**src/rtl/cpu_pwr_pkg.sv**
```systemverilog
package cpu_pwr_pkg;
  typedef enum logic [2:0] {
    ST_NORMAL = 3'd1,
    ST_HALT   = 3'd2,
    ST_SG     = 3'd3,
    ST_SNOOP  = 3'd4,
    ST_SLEEP  = 3'd5
  } pwr_state_e;
endpackage

```
**src/rtl/pwr_grant_timer.sv**
```systemverilog
module pwr_grant_timer #(
  parameter int unsigned DELAY = 20
) (
  input  logic clk_i,
  input  logic rst_ni,
  input  logic start_i,
  input  logic abort_i,
  output logic busy_o,
  output logic done_o
);
  localparam int unsigned CNT_W = $clog2(DELAY + 1);

  logic [CNT_W-1:0] cnt_q;
  logic             busy_q;

  assign busy_o = busy_q;
  assign done_o = busy_q && (cnt_q == CNT_W'(1));

  always_ff @(posedge clk_i or negedge rst_ni) begin
    if (!rst_ni) begin
      busy_q <= 1'b0;
      cnt_q  <= '0;
    end else if (abort_i) begin
      busy_q <= 1'b0;
      cnt_q  <= '0;
    end else if (start_i && !busy_q) begin
      busy_q <= 1'b1;
      cnt_q  <= CNT_W'(DELAY);
    end else if (busy_q) begin
      if (done_o) begin
        busy_q <= 1'b0;
        cnt_q  <= '0;
      end else begin
        cnt_q <= cnt_q - CNT_W'(1);
      end
    end
  end


  count_step_chk: assert property (@(posedge clk_i) disable iff (!rst_ni)
    busy_q && !abort_i && !done_o |=> busy_q && (cnt_q == $past(cnt_q) - CNT_W'(1)));


  abort_clear_chk: assert property (@(posedge clk_i) disable iff (!rst_ni)
    abort_i |=> !busy_q);
endmodule

```
**src/rtl/pwr_state_fsm.sv**
```systemverilog
module pwr_state_fsm
  import cpu_pwr_pkg::*;
#(
  parameter int unsigned N_WAKE = 5
) (
  input  logic              clk_i,
  input  logic              rst_ni,
  input  logic              halt_req_i,
  input  logic [N_WAKE-1:0] wake_i,
  input  logic              stpclk_ni,
  input  logic              slp_ni,
  input  logic              snoop_evt_i,
  input  logic              snoop_done_i,
  input  logic              sibling_sg_i,
  input  logic              grant_done_i,
  output pwr_state_e        state_o,
  output logic              stop_seq_o,
  output logic              abort_o,
  output logic              viol_o
);
  pwr_state_e state_q, state_d;
  pwr_state_e sg_org_q, sg_org_d;
  pwr_state_e snp_org_q, snp_org_d;
  logic       seq_q, seq_d;
  logic       viol_q, viol_d;
  logic       wake_any;

  assign wake_any   = |wake_i;
  assign state_o    = state_q;
  assign stop_seq_o = seq_q;
  assign abort_o    = seq_q && stpclk_ni;
  assign viol_o     = viol_q;

  always_comb begin
    state_d   = state_q;
    sg_org_d  = sg_org_q;
    snp_org_d = snp_org_q;
    seq_d     = seq_q;
    viol_d    = viol_q;
    unique case (state_q)
      ST_NORMAL, ST_HALT: begin
        if (seq_q) begin
          // hold state while stop-grant entry is pending
          if (stpclk_ni) begin
            viol_d = 1'b1;
            seq_d  = 1'b0;
          end else if (grant_done_i) begin
            state_d  = ST_SG;
            sg_org_d = state_q;
            seq_d    = 1'b0;
          end
        end else if (!stpclk_ni) begin
          seq_d = 1'b1;
        end else if (state_q == ST_NORMAL) begin
          if (halt_req_i) state_d = ST_HALT;
        end else if (wake_any) begin
          state_d = ST_NORMAL;
        end else if (snoop_evt_i) begin
          state_d   = ST_SNOOP;
          snp_org_d = ST_HALT;
        end
      end
      ST_SG: begin
        if (!slp_ni) begin
          state_d = ST_SLEEP;
        end else if (snoop_evt_i) begin
          state_d   = ST_SNOOP;
          snp_org_d = ST_SG;
        end else if (stpclk_ni) begin
          if (sibling_sg_i) state_d = sg_org_q;
          else              viol_d  = 1'b1;
        end
      end
      ST_SLEEP: begin
        if (stpclk_ni) viol_d  = 1'b1;
        if (slp_ni)    state_d = ST_SG;
      end
      ST_SNOOP: begin
        if (stpclk_ni && snp_org_q == ST_SG) viol_d = 1'b1;
        if (snoop_done_i) state_d = snp_org_q;
      end
      default: state_d = ST_NORMAL;
    endcase
  end

  always_ff @(posedge clk_i or negedge rst_ni) begin
    if (!rst_ni) begin
      state_q   <= ST_NORMAL;
      sg_org_q  <= ST_NORMAL;
      snp_org_q <= ST_HALT;
      seq_q     <= 1'b0;
      viol_q    <= 1'b0;
    end else begin
      state_q   <= state_d;
      sg_org_q  <= sg_org_d;
      snp_org_q <= snp_org_d;
      seq_q     <= seq_d;
      viol_q    <= viol_d;
    end
  end


  sg_entry_chk: assert property (@(posedge clk_i) disable iff (!rst_ni)
    (state_q == ST_NORMAL || state_q == ST_HALT) && !grant_done_i |=> state_q != ST_SG);


  snoop_return_chk: assert property (@(posedge clk_i) disable iff (!rst_ni)
    state_q == ST_SNOOP && snoop_done_i |=> state_q == $past(snp_org_q));


  early_release_chk: assert property (@(posedge clk_i) disable iff (!rst_ni)
    state_q == ST_SG && slp_ni && !snoop_evt_i && stpclk_ni && !sibling_sg_i
    |=> state_q == ST_SG && viol_q);


  sleep_exit_chk: assert property (@(posedge clk_i) disable iff (!rst_ni)
    state_q == ST_SLEEP |=> state_q == ST_SLEEP || state_q == ST_SG);


  viol_sticky_chk: assert property (@(posedge clk_i) disable iff (!rst_ni)
    viol_q |=> viol_q);
endmodule

```
**src/rtl/pwr_flag_decode.sv**
```systemverilog
module pwr_flag_decode
  import cpu_pwr_pkg::*;
(
  input  pwr_state_e state_i,
  output logic       snoop_ok_o,
  output logic       irq_ok_o
);
  always_comb begin
    snoop_ok_o = 1'b0;
    irq_ok_o   = 1'b0;
    case (state_i)
      ST_HALT, ST_SG: begin
        snoop_ok_o = 1'b1;
        irq_ok_o   = 1'b1;
      end
      ST_SNOOP: snoop_ok_o = 1'b1;
      default: ;
    endcase
  end
endmodule

```
**src/rtl/cpu_pwr_state_ctrl.sv**
```systemverilog
module cpu_pwr_state_ctrl
  import cpu_pwr_pkg::*;
#(
  parameter int unsigned GRANT_DELAY = 20,
  parameter int unsigned N_WAKE      = 5
) (
  input  logic              clk_i,
  input  logic              rst_ni,
  input  logic              halt_req_i,
  input  logic [N_WAKE-1:0] wake_i,
  input  logic              stpclk_ni,
  input  logic              slp_ni,
  input  logic              snoop_evt_i,
  input  logic              snoop_done_i,
  input  logic              sg_ack_rsp_i,
  input  logic              sibling_sg_i,
  output logic [2:0]        state_o,
  output logic              snoop_ok_o,
  output logic              irq_ok_o,
  output logic              viol_o
);
  pwr_state_e state;
  logic       stop_seq;
  logic       abort;
  logic       grant_busy;
  logic       grant_done;

  pwr_grant_timer #(.DELAY(GRANT_DELAY)) u_timer (
    .clk_i   (clk_i),
    .rst_ni  (rst_ni),
    .start_i (stop_seq && sg_ack_rsp_i),
    .abort_i (abort),
    .busy_o  (grant_busy),
    .done_o  (grant_done)
  );

  pwr_state_fsm #(.N_WAKE(N_WAKE)) u_fsm (
    .clk_i        (clk_i),
    .rst_ni       (rst_ni),
    .halt_req_i   (halt_req_i),
    .wake_i       (wake_i),
    .stpclk_ni    (stpclk_ni),
    .slp_ni       (slp_ni),
    .snoop_evt_i  (snoop_evt_i),
    .snoop_done_i (snoop_done_i),
    .sibling_sg_i (sibling_sg_i),
    .grant_done_i (grant_done),
    .state_o      (state),
    .stop_seq_o   (stop_seq),
    .abort_o      (abort),
    .viol_o       (viol_o)
  );

  pwr_flag_decode u_flags (
    .state_i    (state),
    .snoop_ok_o (snoop_ok_o),
    .irq_ok_o   (irq_ok_o)
  );

  assign state_o = state;


  timer_owner_chk: assert property (@(posedge clk_i) disable iff (!rst_ni)
    grant_busy |-> stop_seq);


  irq_implies_snoop_chk: assert property (@(posedge clk_i) disable iff (!rst_ni)
    irq_ok_o |-> snoop_ok_o);
endmodule

```
**config.mk**
```make
export PLATFORM = sky130hd
export DESIGN_NAME = cpu_pwr_state_ctrl
export DESIGN_NICKNAME = d
export VERILOG_FILES = /design/src/rtl/cpu_pwr_pkg.sv /design/src/rtl/pwr_grant_timer.sv /design/src/rtl/pwr_state_fsm.sv /design/src/rtl/pwr_flag_decode.sv /design/src/rtl/cpu_pwr_state_ctrl.sv
export SDC_FILE = /design/constraint.sdc
export NUM_CORES = 1
export LEC_CHECK = 0
export BUFFER_PORTS_ARGS = -buffer_cell sky130_fd_sc_hd__clkbuf_2
export CORE_MARGIN = 3
export CORE_UTILIZATION = 40
export CTS_BUF_LIST = sky130_fd_sc_hd__clkbuf_4 sky130_fd_sc_hd__clkbuf_8
export DETAILED_ROUTE_END_ITERATION = 8
export MAX_ROUTING_LAYER = met4
export PLACE_DENSITY = 0.7
export SETUP_SLACK_MARGIN = 0.15
export SYNTH_ARGS = -nofsm -noshare
export SYNTH_HDL_FRONTEND = slang
export SYNTH_SLANG_ARGS = --single-unit
export TNS_END_PERCENT = 1
```
**constraint.sdc**
```tcl
create_clock -name clk_i -period 2 [get_ports clk_i]
set_clock_uncertainty 0.2 [all_clocks]
set_input_delay 0.1 -clock clk_i [delete_from_list [all_inputs] [get_ports clk_i]]
set_output_delay 0.1 -clock clk_i [all_outputs]
set_load 0.005 [all_outputs]
```
==> PnR_summary.wiki <==
{| class="wikitable"
! Metric !! Value
|-
| Result of the run || completed
|-
| First-pass GRT wire length || around 4300 um
|-
| Number of cells on the critical path || 6
|-
| Count of final max-slew check failures || 0
|-
| RSZ-0062 raised after global routing || yes
|-
| Routed WL || roughly 2600 um
|-
| Max VDD drop || around 0.00065 V
|-
| Top fanout value on the critical path || 6
|-
| Most instantiated flip-flop cell in the synthesis netlist || sky130_fd_sc_hd__dfrtp_1
|-
| Number of flip-flops and latches in the synthesized netlist || 15
|-
| Number of antenna violations at the first check in global routing || 0
|-
| Number of maximum-capacitance constraint violations || 0
|-
| P per Cell Area || about 1500 mW/mm2
|-
| Area Overhead vs Synth || 28.9%
|-
| Number of setup violations in the final report || 0
|-
| Initial standard-cell utilization of the core || between 40% and 50%
|-
| Routed wirelength normalized by instance count || 15.1 um
|-
| Category of the critical setup timing path || reg2reg
|-
| Maximum number of pins on one net before global-route repair || 16
|-
| Cells along the critical path || buf_4 -> nand2b_1 -> nor2_1 -> nand2_1 -> nand4_4 -> mux2_4
|-
| Gate count after technology mapping || between 100 and 150
|-
| Worst Min Path Start || wake_i[4]
|-
| Top delay family on crit path || flip-flops
|-
| Setup TNS || 0 ns
|-
| Number of global-route vias before repair || between 900 and 1000
|-
| Fraction of final layout cells sized beyond drive strength 1 || around 33%
|-
| Total inserted antenna cells || 0
|-
| Number of instances on the worst hold path || 4
|-
| Origin of the critical flop-to-flop path || u_fsm.state_o[0]
|-
| Chip Height || 55.9 um
|-
| Final routed DRC violation total || 0
|-
| Remaining Overflow, GRT || 0
|-
| Residual antenna-violating net count after detailed routing || 0
|-
| Capture instance of the worst register-to-register path || u_fsm.state_o[1]
|-
| Die X || approximately 56 um
|-
| Avg Inst Size Synth || 8.97 um2
|-
| Final hold slack || 0.0322 ns
|-
| Total number of vias || ~1000
|-
| First-pass detailed-route iteration total || 4
|-
| Static leakage || a little under 0.6 nW
|-
| Cell area after synthesis || 996 um2
|-
| Register-to-register setup slack || 0.17 ns
|-
| FFs w/ async S/R, synth || 100%
|-
| Routability congestion estimate from global placement || 0.921
|-
| CTS Sinks || 15
|-
| Critical path data required time || 1.98 ns
|-
| Depth of the worst register-to-register path || 6
|-
| Overall track demand over capacity in global routing || 17.5%
|-
| Number of enable-type register cells in the synthesized netlist || 0
|-
| Number of top-level pins || 20
|-
| Clk root buf || sky130_fd_sc_hd__clkbuf_4
|-
| Type of the tightest min-delay check || in2reg
|-
| Total nets after synthesis || ~130
|-
| Layout Utilization || between 50% and 60%
|-
| Deepest level of the CTS H-tree || 1
|-
| TritonCTS clock tree || built
|-
| Peak Freq || roughly 550 MHz
|-
| Sink of the worst hold path || u_fsm.snp_org_q[0]
|-
| Hold Vio Cnt, Final || 0
|-
| Core region area || roughly 0.0023 mm2
|-
| Clock network latency to the later pin of the worst-skew pair || 0.29 ns
|-
| Relative slew margins || roughly 74%
|-
| Buffers from clock root to sink, at most || 2
|-
| Initial detailed-routing violation count || 30
|-
| Yosys warning total || 0
|-
| Period utilization || 91.3%
|-
| Worst Setup End Kind || register
|-
| Half-perimeter wire length after placement || roughly 1800 um
|-
| Critical path data arrival time || around 1.8 ns
|-
| Clock slew at reported path FFs || roughly 0.090 ns
|-
| Critical-path cell with the highest stage delay || sky130_fd_sc_hd__dfstp_2
|-
| Net count, final || 162
|-
| Site Rows || 17
|-
| Kind of start point of the critical path || register
|-
| Crit-path max cell delay || 0.60 ns
|-
| Number of buffers and inverters on the critical path || 1
|-
| Proportion of synthesized chip area in sequential cells || between 30% and 40%
|-
| Count of cell types in the netlist || 36
|-
| Via/cell ratio || between 5 and 6
|-
| CTS buffer count || 3
|-
| Worst-Margin Slew || roughly 0.39 ns
|-
| Overall die area || ~0.0031 mm2
|-
| Count of input and output buffers || 19
|-
| Final critical delay including setup and external delays || 1.83 ns
|}
[layout make-up]
| type | instances | area, um2 |
|---|---|---|
| clock buffers | 3 | 22.5 |
| flip-flops and latches | 15 | 380 |
| multi-input cells | 85 | 591 |
| fillers | 205 | 1010 |
| well taps | 28 | 35.0 |
| inverters | 6 | 22.5 |
| repair buffers | 35 | 228 |
| clock inverters | 1 | 5.00 |
[stage by stage]
step	area, um2	setup WS, ns	instances	total power [mW]
2_1_floorplan	996	0.247	111	1.25
3_3_place_gp	1130	0.174	158	1.48
3_5_place_dp	1130	0.120	158	1.51
4_1_cts	1230	0.146	169	1.74
5_1_grt	1280	0.110	173	2.05
6_report	1280	0.174	173	1.87
[where the power goes]
| group | switching, mW | internal [mW] |
|---|---|---|
| Combinational | 0.563 | 0.534 |
| Clock | 0.107 | 0.0743 |
| Sequential | 0.155 | 0.439 |
| Total | 0.825 | 1.05 |
[worst max-delay path by stage]
stage / start / to / slack (ns)
floorplan: u_fsm.stop_seq_o / u_fsm.state_o[2] / 0.25
global placement: u_fsm.state_o[0] / u_fsm.state_o[1] / 0.17
detailed placement: u_fsm.state_o[0] / u_fsm.state_o[1] / 0.12
CTS: u_timer.cnt_q[2] / u_fsm.state_o[1] / 0.15
global route: u_fsm.state_o[0] / u_fsm.state_o[1] / 0.11
finish: u_fsm.state_o[0] / u_fsm.state_o[1] / 0.17
[tightest hold or removal path: cells and delay by family]
family / cells / cell delay (ns)
simple gates: 2 / 0.15
buf+inv: 1 / 0.11
compound gates: 1 / 0.12
[layout by cell type (no fill, tap or decap), drive strengths merged, types with 2 or more instances in the layout]
cell type	n
nand2	11
nor2	5
dlygate4sd3	5
clkbuf	22
xnor2	2
a21oi	12
mux2	2
nor2b	4
nand4	4
nand2b	4
ha	2
dfrtp	13
mux2i	2
o21a	2
and2	2
nand3	3
nand3b	2
dfstp	2
inv	6
o21ai	11
a211oi	3
nor3	3
buf	11
[per-layer routing]
metal	vias up	wire length [um]	global-route usage [%]
met5	-	0	-
met4	0	71	5.76
met3	8	160	4.64
met2	40	1220	26.7
met1	480	1160	22.7
li1	468	-	-
[cell usage after synthesis (2+ instances only)]
library cell	n	share of area, %
sky130_fd_sc_hd__nand4_1	3	1.9
sky130_fd_sc_hd__and2_1	2	1.3
sky130_fd_sc_hd__a211oi_1	3	2.3
sky130_fd_sc_hd__o21ai_0	6	3.0
sky130_fd_sc_hd__nand2b_1	4	2.5
sky130_fd_sc_hd__ha_1	2	2.5
sky130_fd_sc_hd__nor2_1	5	1.9
sky130_fd_sc_hd__dfrtp_1	13	33
sky130_fd_sc_hd__mux2_1	2	2.3
sky130_fd_sc_hd__nor3_1	2	1.0
sky130_fd_sc_hd__nand2_1	11	4.1
sky130_fd_sc_hd__o21ai_1	5	2.5
sky130_fd_sc_hd__inv_1	6	2.3
sky130_fd_sc_hd__nand3_1	3	1.5
sky130_fd_sc_hd__a21oi_1	12	6.0
sky130_fd_sc_hd__mux2i_1	2	2.0
sky130_fd_sc_hd__o21a_1	2	1.5
sky130_fd_sc_hd__nand3b_1	2	1.5
sky130_fd_sc_hd__nor2b_1	4	2.5
sky130_fd_sc_hd__dfstp_2	2	5.3
sky130_fd_sc_hd__buf_4	4	3.0
sky130_fd_sc_hd__xnor2_1	2	1.8
[cells by family after synthesis]
group                      after synthesis  share of synthesized area (%)
AOI/OAI and AO/OA                       34                           21.4
xor gates and xnor gates                 2                           1.76
adders and majority gates                2                           2.51
buffers and inverters                   11                           5.78
DFF                                     15                           37.9
muxes                                    4                           4.27
and+or+nand+nor                         43                           26.4
[sequential cells by signal, indices dropped and copies added (netlist names)]
| signal | count |
|---|---|
| u_timer.busy_o | 1 |
| u_timer.cnt_q | 5 |
| u_fsm.sg_org_q | 3 |
| u_fsm.snp_org_q | 1 |
| u_fsm.stop_seq_o | 1 |
| u_fsm.viol_o | 1 |
| u_fsm.state_o | 3 |
[repair_timing]
item	in CTS	in global routing
buffers inserted	2	4
setup endpoints to repair	4	5
hold endpoints to repair	20	0
pin swaps	4	4
resized for setup	2	7
hold buffers	5	0
Note: power is estimated with default switching activity, not from simulation.
